$ cat src/rtl/dm1_pkg.sv
package dm1_pkg;
    localparam int DATA_W = 16;
    localparam int WORD_W = DATA_W + 1;

    typedef logic [WORD_W-1:0] dm_word_t;

    localparam dm_word_t ZERO_CODE = dm_word_t'(1) << DATA_W;

    typedef struct packed {
        dm_word_t sum;
        dm_word_t neg;
    } dm_pair_t;

    function automatic logic is_zero_code(input dm_word_t w);
        return w[DATA_W];
    endfunction

    function automatic logic is_canonical(input dm_word_t w);
        return !(w[DATA_W] && (|w[DATA_W-1:0]));
    endfunction
endpackage

$ cat src/rtl/dm1_adder.sv
module dm1_adder
    import dm1_pkg::*;
(
    input  dm_word_t op_a,
    input  dm_word_t op_b,
    output dm_word_t sum
);
    logic [DATA_W:0] first_add;
    logic            carry_bar;
    logic [DATA_W:0] fix_add;

    always_comb begin
        first_add = {1'b0, op_a[DATA_W-1:0]} + {1'b0, op_b[DATA_W-1:0]};
        carry_bar = ~first_add[DATA_W];
        fix_add   = {1'b0, first_add[DATA_W-1:0]} + {{DATA_W{1'b0}}, carry_bar};
        if (is_zero_code(op_a))
            sum = op_b;
        else if (is_zero_code(op_b))
            sum = op_a;
        else
            sum = {fix_add[DATA_W], fix_add[DATA_W-1:0]};
    end
endmodule

$ cat src/rtl/dm1_negater.sv
module dm1_negater
    import dm1_pkg::*;
(
    input  dm_word_t op_a,
    output dm_word_t neg
);
    always_comb begin
        if (is_zero_code(op_a))
            neg = op_a;
        else
            neg = {1'b0, ~op_a[DATA_W-1:0]};
    end
endmodule

$ cat src/rtl/dm1_stage.sv
module dm1_stage
    import dm1_pkg::*;
#(
    parameter bit PIPE_REG = 1'b1
) (
    input  logic     clk,
    input  logic     rst,
    input  logic     en,
    input  dm_pair_t d,
    output dm_pair_t q
);
    generate
        if (PIPE_REG) begin : g_reg
            dm_pair_t q_r;
            always_ff @(posedge clk) begin
                if (rst)
                    q_r <= '{sum: ZERO_CODE, neg: ZERO_CODE};
                else if (en)
                    q_r <= d;
            end
            assign q = q_r;

            assert_hold_R9: assert property (@(posedge clk) disable iff (rst)
                !en |=> $stable(q));
            assert_reset_R10: assert property (@(posedge clk)
                rst |=> (q.sum == ZERO_CODE && q.neg == ZERO_CODE));
        end else begin : g_pass
            assign q = d;
        end
    endgenerate
endmodule

$ cat src/rtl/dm1_addneg.sv
module dm1_addneg
    import dm1_pkg::*;
#(
    parameter bit PIPE_REG = 1'b1
) (
    input  logic                clk,
    input  logic                rst,
    input  logic                en,
    input  logic [WORD_W-1:0]   a_in,
    input  logic [WORD_W-1:0]   b_in,
    output logic [WORD_W-1:0]   sum_out,
    output logic [WORD_W-1:0]   neg_out
);
    dm_pair_t comb_res;
    dm_pair_t reg_res;

    dm1_adder i_adder (
        .op_a (a_in),
        .op_b (b_in),
        .sum  (comb_res.sum)
    );

    dm1_negater i_negater (
        .op_a (a_in),
        .neg  (comb_res.neg)
    );

    dm1_stage #(.PIPE_REG(PIPE_REG)) i_stage (
        .clk (clk),
        .rst (rst),
        .en  (en),
        .d   (comb_res),
        .q   (reg_res)
    );

    assign sum_out = reg_res.sum;
    assign neg_out = reg_res.neg;

    generate
        if (PIPE_REG) begin : g_chk
            assert_sum_canonical_R8: assert property (@(posedge clk) disable iff (rst)
                is_canonical(sum_out));
            assert_neg_canonical_R8: assert property (@(posedge clk) disable iff (rst)
                is_canonical(neg_out));
            assert_a_zero_pass_R2: assert property (@(posedge clk) disable iff (rst)
                (en && is_zero_code(a_in)) |=> (sum_out == $past(b_in)));
            assert_neg_zero_R7: assert property (@(posedge clk) disable iff (rst)
                (en && a_in == ZERO_CODE) |=> (neg_out == ZERO_CODE));
            assert_neg_flag_R6: assert property (@(posedge clk) disable iff (rst)
                (en && !is_zero_code(a_in)) |=> !neg_out[DATA_W]);
        end
    endgenerate
endmodule

$ cat config.mk
export PLATFORM = sky130hd
export DESIGN_NAME = dm1_addneg
export DESIGN_NICKNAME = d
export VERILOG_FILES = /design/src/rtl/dm1_pkg.sv /design/src/rtl/dm1_adder.sv /design/src/rtl/dm1_negater.sv /design/src/rtl/dm1_stage.sv /design/src/rtl/dm1_addneg.sv
export SDC_FILE = /design/constraint.sdc
export NUM_CORES = 1
export LEC_CHECK = 0
export BUFFER_PORTS_ARGS = -buffer_cell sky130_fd_sc_hd__buf_2
export CORE_UTILIZATION = 50
export CTS_BUF_LIST = sky130_fd_sc_hd__clkbuf_2 sky130_fd_sc_hd__clkbuf_4 sky130_fd_sc_hd__clkbuf_8
export DETAILED_ROUTE_END_ITERATION = 8
export PLACE_DENSITY = 0.75
export SYNTH_ARGS = -nofsm -noshare
export SYNTH_HDL_FRONTEND = slang
export SYNTH_HIERARCHICAL = 1
export SYNTH_SLANG_ARGS = --single-unit
$ cat constraint.sdc
create_clock -name clk -period 4.8 [get_ports clk]
set_clock_uncertainty 0.2 [all_clocks]
set_input_delay 0.48 -clock clk [delete_from_list [all_inputs] [get_ports clk]]
set_output_delay 0.48 -clock clk [all_outputs]
set_load 0.05 [all_outputs]
==> flow_summary.yaml, run 1 <==
route:
  via_count: 2694
  antenna_left: 0
  wl_per_cell_um: 15.12
  firstDrtPassIters: 5
  avgViaCountPerCell: 5.660
  drt_iter0_markers: 198
  drc: 0
  wirelength_mm: 7.198
sta:
  fin_crit_ps: 4451
  worstMarginPinSlew_ps: 1014
  slew_viol_final: 0
  tns_ps: 0
  hold_violations: 0
  fin_crit_sh: 0.9273
  max_freq_mhz: 224.7
  grt_setup_unrepaired: "no"
  worst_slack_ps: 348.8
  slew_headroom: 0.3241
  finalSetupViolations: 0
global_route:
  antenna_found_initial: 0
  grt_pass1_vias: 2444
  grt_start_max_net_pins: 50
  grtUsageTotal: 0.2351
  grt_pass1_wl_mm: 11.63
  overflow: 0
clocking:
  ctsHoldBuffers: 0
  h-tree-depth: 2
  clockBufferDepth: 2
  clkTransAtPathRegs_ps: 70
  cts_buffers: 5
  cts.sink_count: 34
  cts_tree: "done"
  cts-root-buf: "clkbuf_8"
  cts_setup_buffers: 0
  ctsResizeCount: 0
  clk_latency_ps: 290
yosys:
  synth_top_area_share: 0.2303
  synth-main-ff-cell: "dfxtp_1"
  yosys.cell_types.count: 65
  ys_seq_area_frac: 0.2303
  synth.area.top_cells: "dfxtp_1, mux2i_1, xnor2_1, ha_1, nor2_1"
  synthArstFlopShare: 0
  syn_nets: 399
  synth_top_area_cell: "dfxtp_1"
  synthCells: 343
  yosysWarnings: 6
  ys_seq_elements: 34
  synth_area_per_cell_um2: 8.616
  syn_area_um2: 2955
  synth_edf_count: 0
power_and_ir_drop:
  p_leak_nw: 1.550
  ir_worst_vdd_mv: 0.1314
  p_int_mw: 0.5717
  p_seq_frac: 0.329
  clkPwrFrac: 0.238
  share_comb_of_total_power: 0.433
  powerDensity_nw_per_um2: 288.3
  switching_share: 0.4039
  finalPower_mw: 0.9591
  p_switching_mw: 0.3874
setup_path:
  max_stage_delay_ps: 400
  reg2reg_depth: 2
  reg2reg_slack_ps: 3810
  r2r-start: "i_stage/q[33]"
  cp_cell_sequence: "buf_2 > ha_1 > fa_1 > a21o_2 > a221oi_2 > nor4_2 > o21ai_1 > a21boi_0 > o21ai_0 > nand2b_1 > a21oi_1 > ha_1 > ha_1 > nand4_1 > nor4_2 > nand3_1 > and3_1 > or3_1 > mux2i_1 > nor2_1"
  reg2reg_to: "i_stage/q[33]"
  cp.required_ps: 4760
  cp.arrival_ps: 4410
  cpMaxStageDelayCell: "fa_1"
  path_max_fanout: 4
  cp_common_cell: "ha_1"
  crit_path_end_kind: "flip-flop"
  crit_path_start_kind: "primary input"
  critPathKind: "primary input to flip-flop"
finish:
  num_antenna_cells: 0
  drive_gt1_frac: 0.2624
  layout.nets: 459
  largest_reg_flops: 34
  n_fill_cell: 527
  area_delta_synth_final_pct: 12.57
  final_util: 0.5933
worst_hold_path:
  holdPathEnd: "i_stage/q[0]"
  hp-class: "flip-flop to flip-flop"
  hold_depth: 2
  min_from: "i_stage/q[0]"
die:
  die-area_um2: 6222
  start_util: 0.5270
  ioPinCount: 71
  core-area_um2: 5608
  rows: 27
  die_w_um: 78.88
  die_h_um: 78.88
flow_run:
  cap_violations: 0
outcome:
  status: "finished, final reports clean"
placed_design:
  hpwlAfterDp_mm: 5.523
  io_buffers: 70
  routabilityCongestion: 0.8622
  pre_cts_ws_ps: 102.4
-- power groups by stage --
stage | Clock [mW] | Sequential (mW) | Combinational, mW
floorplan | 0 | 0.397 | 0.255
global placement | 0 | 0.321 | 0.406
detailed placement | 0 | 0.322 | 0.412
CTS | 0.234 | 0.315 | 0.414
global route | 0.243 | 0.317 | 0.450
finish | 0.228 | 0.315 | 0.416
-- worst max-delay path, delay by kind of cell --
kind	cells	cell delay, ps
and+or+nand+nor	8	1450
muxes	1	130
AOI/OAI and AO/OA	6	1200
buffers and inverters	1	120
adders and majority gates	4	1010
-- metrics by stage --
stage                     cells  hold WS [ps]  area [um2]
after CTS                   476         297.4        3327
after floorplan             343         484.1        2955
after detailed placement    468         279.9        3232
after global placement      468         269.1        3232
after global routing        476         327.0        3327
final                       476         290.3        3327
-- layout make-up --
type / count / area [um2] / share of cell area
Multi-Input combinational cell: 281 / 2062 / 0.6198
Sequential cell: 34 / 680.7 / 0.2046
Timing Repair Buffer: 72 / 365.4 / 0.1098
Tap cell: 72 / 90.09 / 0.02708
Clock buffer: 6 / 82.58 / 0.02482
Inverter: 9 / 33.78 / 0.01015
Clock inverter: 2 / 12.51 / 0.003761
-- logic make-up after synthesis --
kind of cell	Yosys count	synth area share
mux	40	0.1380
simple gates	113	0.1922
compound gates	70	0.1638
fa+ha+maj	19	0.08298
buf+inv	28	0.07197
flops	34	0.2303
xor+xnor	39	0.1207
-- layout by cell type, fill, tap and decap left out, types with 4 or more instances in the layout --
cell type	instances
mux2i_1	36
dfxtp_1	34
buf_2	70
clkbuf_8	6
o21ai_0	19
and3_1	4
a21oi_1	17
xnor2_1	34
nand3_1	7
inv_1	9
nand2_1	24
a21o_1	4
nor2_1	49
nor2b_1	4
ha_1	18
-- synthesized netlist by cell type, types with 4 or more instances --
cell type and number:
ha_1 18, dfxtp_1 34, o21ai_0 19, nand2_1 24, xnor2_1 34, a21o_1 4
a21oi_1 17, buf_12 4, inv_1 9, clkbuf_1 6, and3_1 4, nor2_1 49
nor2b_1 4, mux2i_1 36, nand3_1 7
-- worst max path at each step --
stage | start | end | slack [ps] | depth (start not counted)
after floorplan | a_in[0] | i_stage/q[30] | 490 | 19
after global placement | a_in[0] | i_stage/q[29] | 200 | 20
after detailed placement | a_in[0] | i_stage/q[29] | 100 | 20
after CTS | a_in[0] | i_stage/q[29] | 360 | 20
after global routing | a_in[0] | i_stage/q[30] | 10 | 20
final | a_in[0] | i_stage/q[29] | 350 | 20
-- routing by layer --
metal	global-route usage	wire [um]	vias up
met5	0	0	-
met4	0.07091	80	0
met3	0.02414	416	7
met2	0.3930	3307	100
met1	0.3181	3393	1262
li1	-	-	1325
No activity file was read; power rests on OpenSTA's default activity.
==> inputs of run 2 (changes only) <==
Settings changed: RECOVER_POWER set to 25.
==> run 2 against run 1 <==
Against the previous run:
- first-iteration DRC count grew 10%
- critical path depth is the same
- clock-buffer cell count is the same
- die area is the same
- hold slack gained 2.3 ps
- core utilization shrank 0.38 points
- sequential cell count is the same
- worst setup slack gained 14 ps
- maximum frequency grew 0.31%
- cell area shrank 0.64%
- sequential power is essentially flat
- clock power is essentially flat
- critical path type unchanged
==> flow_summary.yaml, run 2 (synthesis results as in run 1) <==
power_and_ir_drop:
  p_switching_mw: 0.3880
  p_seq_frac: 0.330
  p_leak_nw: 1.488
  clkPwrFrac: 0.239
  share_comb_of_total_power: 0.432
  p_int_mw: 0.5687
  finalPower_mw: 0.9567
  powerDensity_nw_per_um2: 289.4
  ir_worst_vdd_mv: 0.1317
  switching_share: 0.4056
setup_path:
  path_max_fanout: 4
  max_stage_delay_ps: 400
  cp.arrival_ps: 4390
  crit_path_end_kind: "flip-flop"
  cpMaxStageDelayCell: "fa_1"
  critPathKind: "primary input to flip-flop"
  cp_common_cell: "ha_1"
  crit_path_start_kind: "primary input"
  cp_cell_sequence: "buf_2 > ha_1 > fa_1 > a21o_2 > a221oi_2 > nor4_2 > o21ai_1 > a21boi_0 > o21ai_0 > nand2b_1 > a21oi_1 > ha_1 > ha_1 > nand4_1 > nor4_2 > nand3_1 > and3_1 > or3_1 > mux2i_1 > nor2_1"
  cp.required_ps: 4760
sta:
  hold_violations: 0
  max_freq_mhz: 225.4
  finalSetupViolations: 0
  fin_crit_ps: 4437
  tns_ps: 0
  fin_crit_sh: 0.9245
  slew_viol_final: 0
  slew_headroom: 0.3156
  grt_setup_unrepaired: "no"
  worstMarginPinSlew_ps: 1027
route:
  drt_iter0_markers: 218
  wl_per_cell_um: 15.24
  drc: 0
  via_count: 2714
  antenna_left: 0
  wirelength_mm: 7.253
  avgViaCountPerCell: 5.702
  firstDrtPassIters: 5
finish:
  drive_gt1_frac: 0.2203
  final_cell_mix: "buf_2, nor2_1, mux2i_1, xnor2_1, dfxtp_1"
  final_common_cell: "buf_2"
  area_delta_synth_final_pct: 11.85
  largest_reg_flops: 34
  num_antenna_cells: 0
  postLayoutCellArea_um2: 3306
  layout.nets: 459
die:
  ioPinCount: 71
  die_h_um: 78.88
  die-area_um2: 6222
  die_w_um: 78.88
  start_util: 0.5270
  rows: 27
  core-area_um2: 5608
clocking:
  ctsResizeCount: 0
  cts_setup_buffers: 0
  clockBufferDepth: 2
  cts-root-buf: "clkbuf_8"
  cts_buffers: 5
  clkTransAtPathRegs_ps: 70
  cts_tree: "done"
  ctsHoldBuffers: 0
  cts.sink_count: 34
  h-tree-depth: 2
  clk_latency_ps: 290
flow_run:
  cap_violations: 0
global_route:
  grt_start_max_net_pins: 50
  overflow: 0
  antenna_found_initial: 0
  grt_pass1_vias: 2444
  grtUsageTotal: 0.2351
  grt_pass1_wl_mm: 11.63
placed_design:
  dpl_cell_area_um2: 3232
  hpwlAfterDp_mm: 5.523
  routabilityCongestion: 0.8622
  io_buffers: 70
outcome:
  status: "finished, final reports clean"
worst_hold_path:
  hp-class: "flip-flop to flip-flop"
[run 2: stage by stage]
stage / setup slack [ps] / hold WS, ps / cells / util
after floorplan: 494.5 / 484.1 / 343 / -
after global placement: 204.2 / 269.1 / 468 / 0.5763
after detailed placement: 102.4 / 279.9 / 468 / 0.5763
after CTS: 363.4 / 297.4 / 476 / 0.5933
after global routing: 12.28 / 329.2 / 476 / 0.5895
final: 362.5 / 292.6 / 476 / 0.5895
[run 2: cell type report]
type / count / area (um2)
Clock buffer: 6 / 82.58
Tap cell: 72 / 90.09
Fill cell: 534 / 2302
Inverter: 9 / 33.78
Multi-Input combinational cell: 281 / 2062
Sequential cell: 34 / 680.7
Timing Repair Buffer: 72 / 344.1
Clock inverter: 2 / 12.51
[run 2: final timing paths]
path,from,end,slack [ps],cells past startpoint
worst max-delay path,a_in[0],i_stage/q[29],360,20
worst min-delay path,i_stage/q[0],i_stage/q[0],290,2
worst max register to register,i_stage/q[33],i_stage/q[33],3800,2
worst min register to register,i_stage/q[0],i_stage/q[0],290,2
[run 2: power groups by stage]
stage / logic [mW] / clock network, mW / registers, mW
floorplan: 0.255 / 0 / 0.397
global placement: 0.406 / 0 / 0.321
detailed placement: 0.412 / 0 / 0.322
CTS: 0.414 / 0.234 / 0.315
global route: 0.447 / 0.243 / 0.318
finish: 0.413 / 0.228 / 0.316
[run 2: worst max-delay path, delay by kind of cell]
kind | cells | cell delay (ps)
AND/OR/NAND/NOR | 8 | 1450
AO/OA/AOI/OAI | 6 | 1200
adder cells (fa/ha/maj) | 4 | 1010
multiplexers | 1 | 130
buffers and inverters | 1 | 120
[run 2: per-layer routing]
layer,share of wire,track usage,routed length (um)
met1,0.47,0.3181,3443
met2,0.45,0.3930,3299
met3,0.059,0.02414,431
met4,0.011,0.07091,80
met5,0,0,0
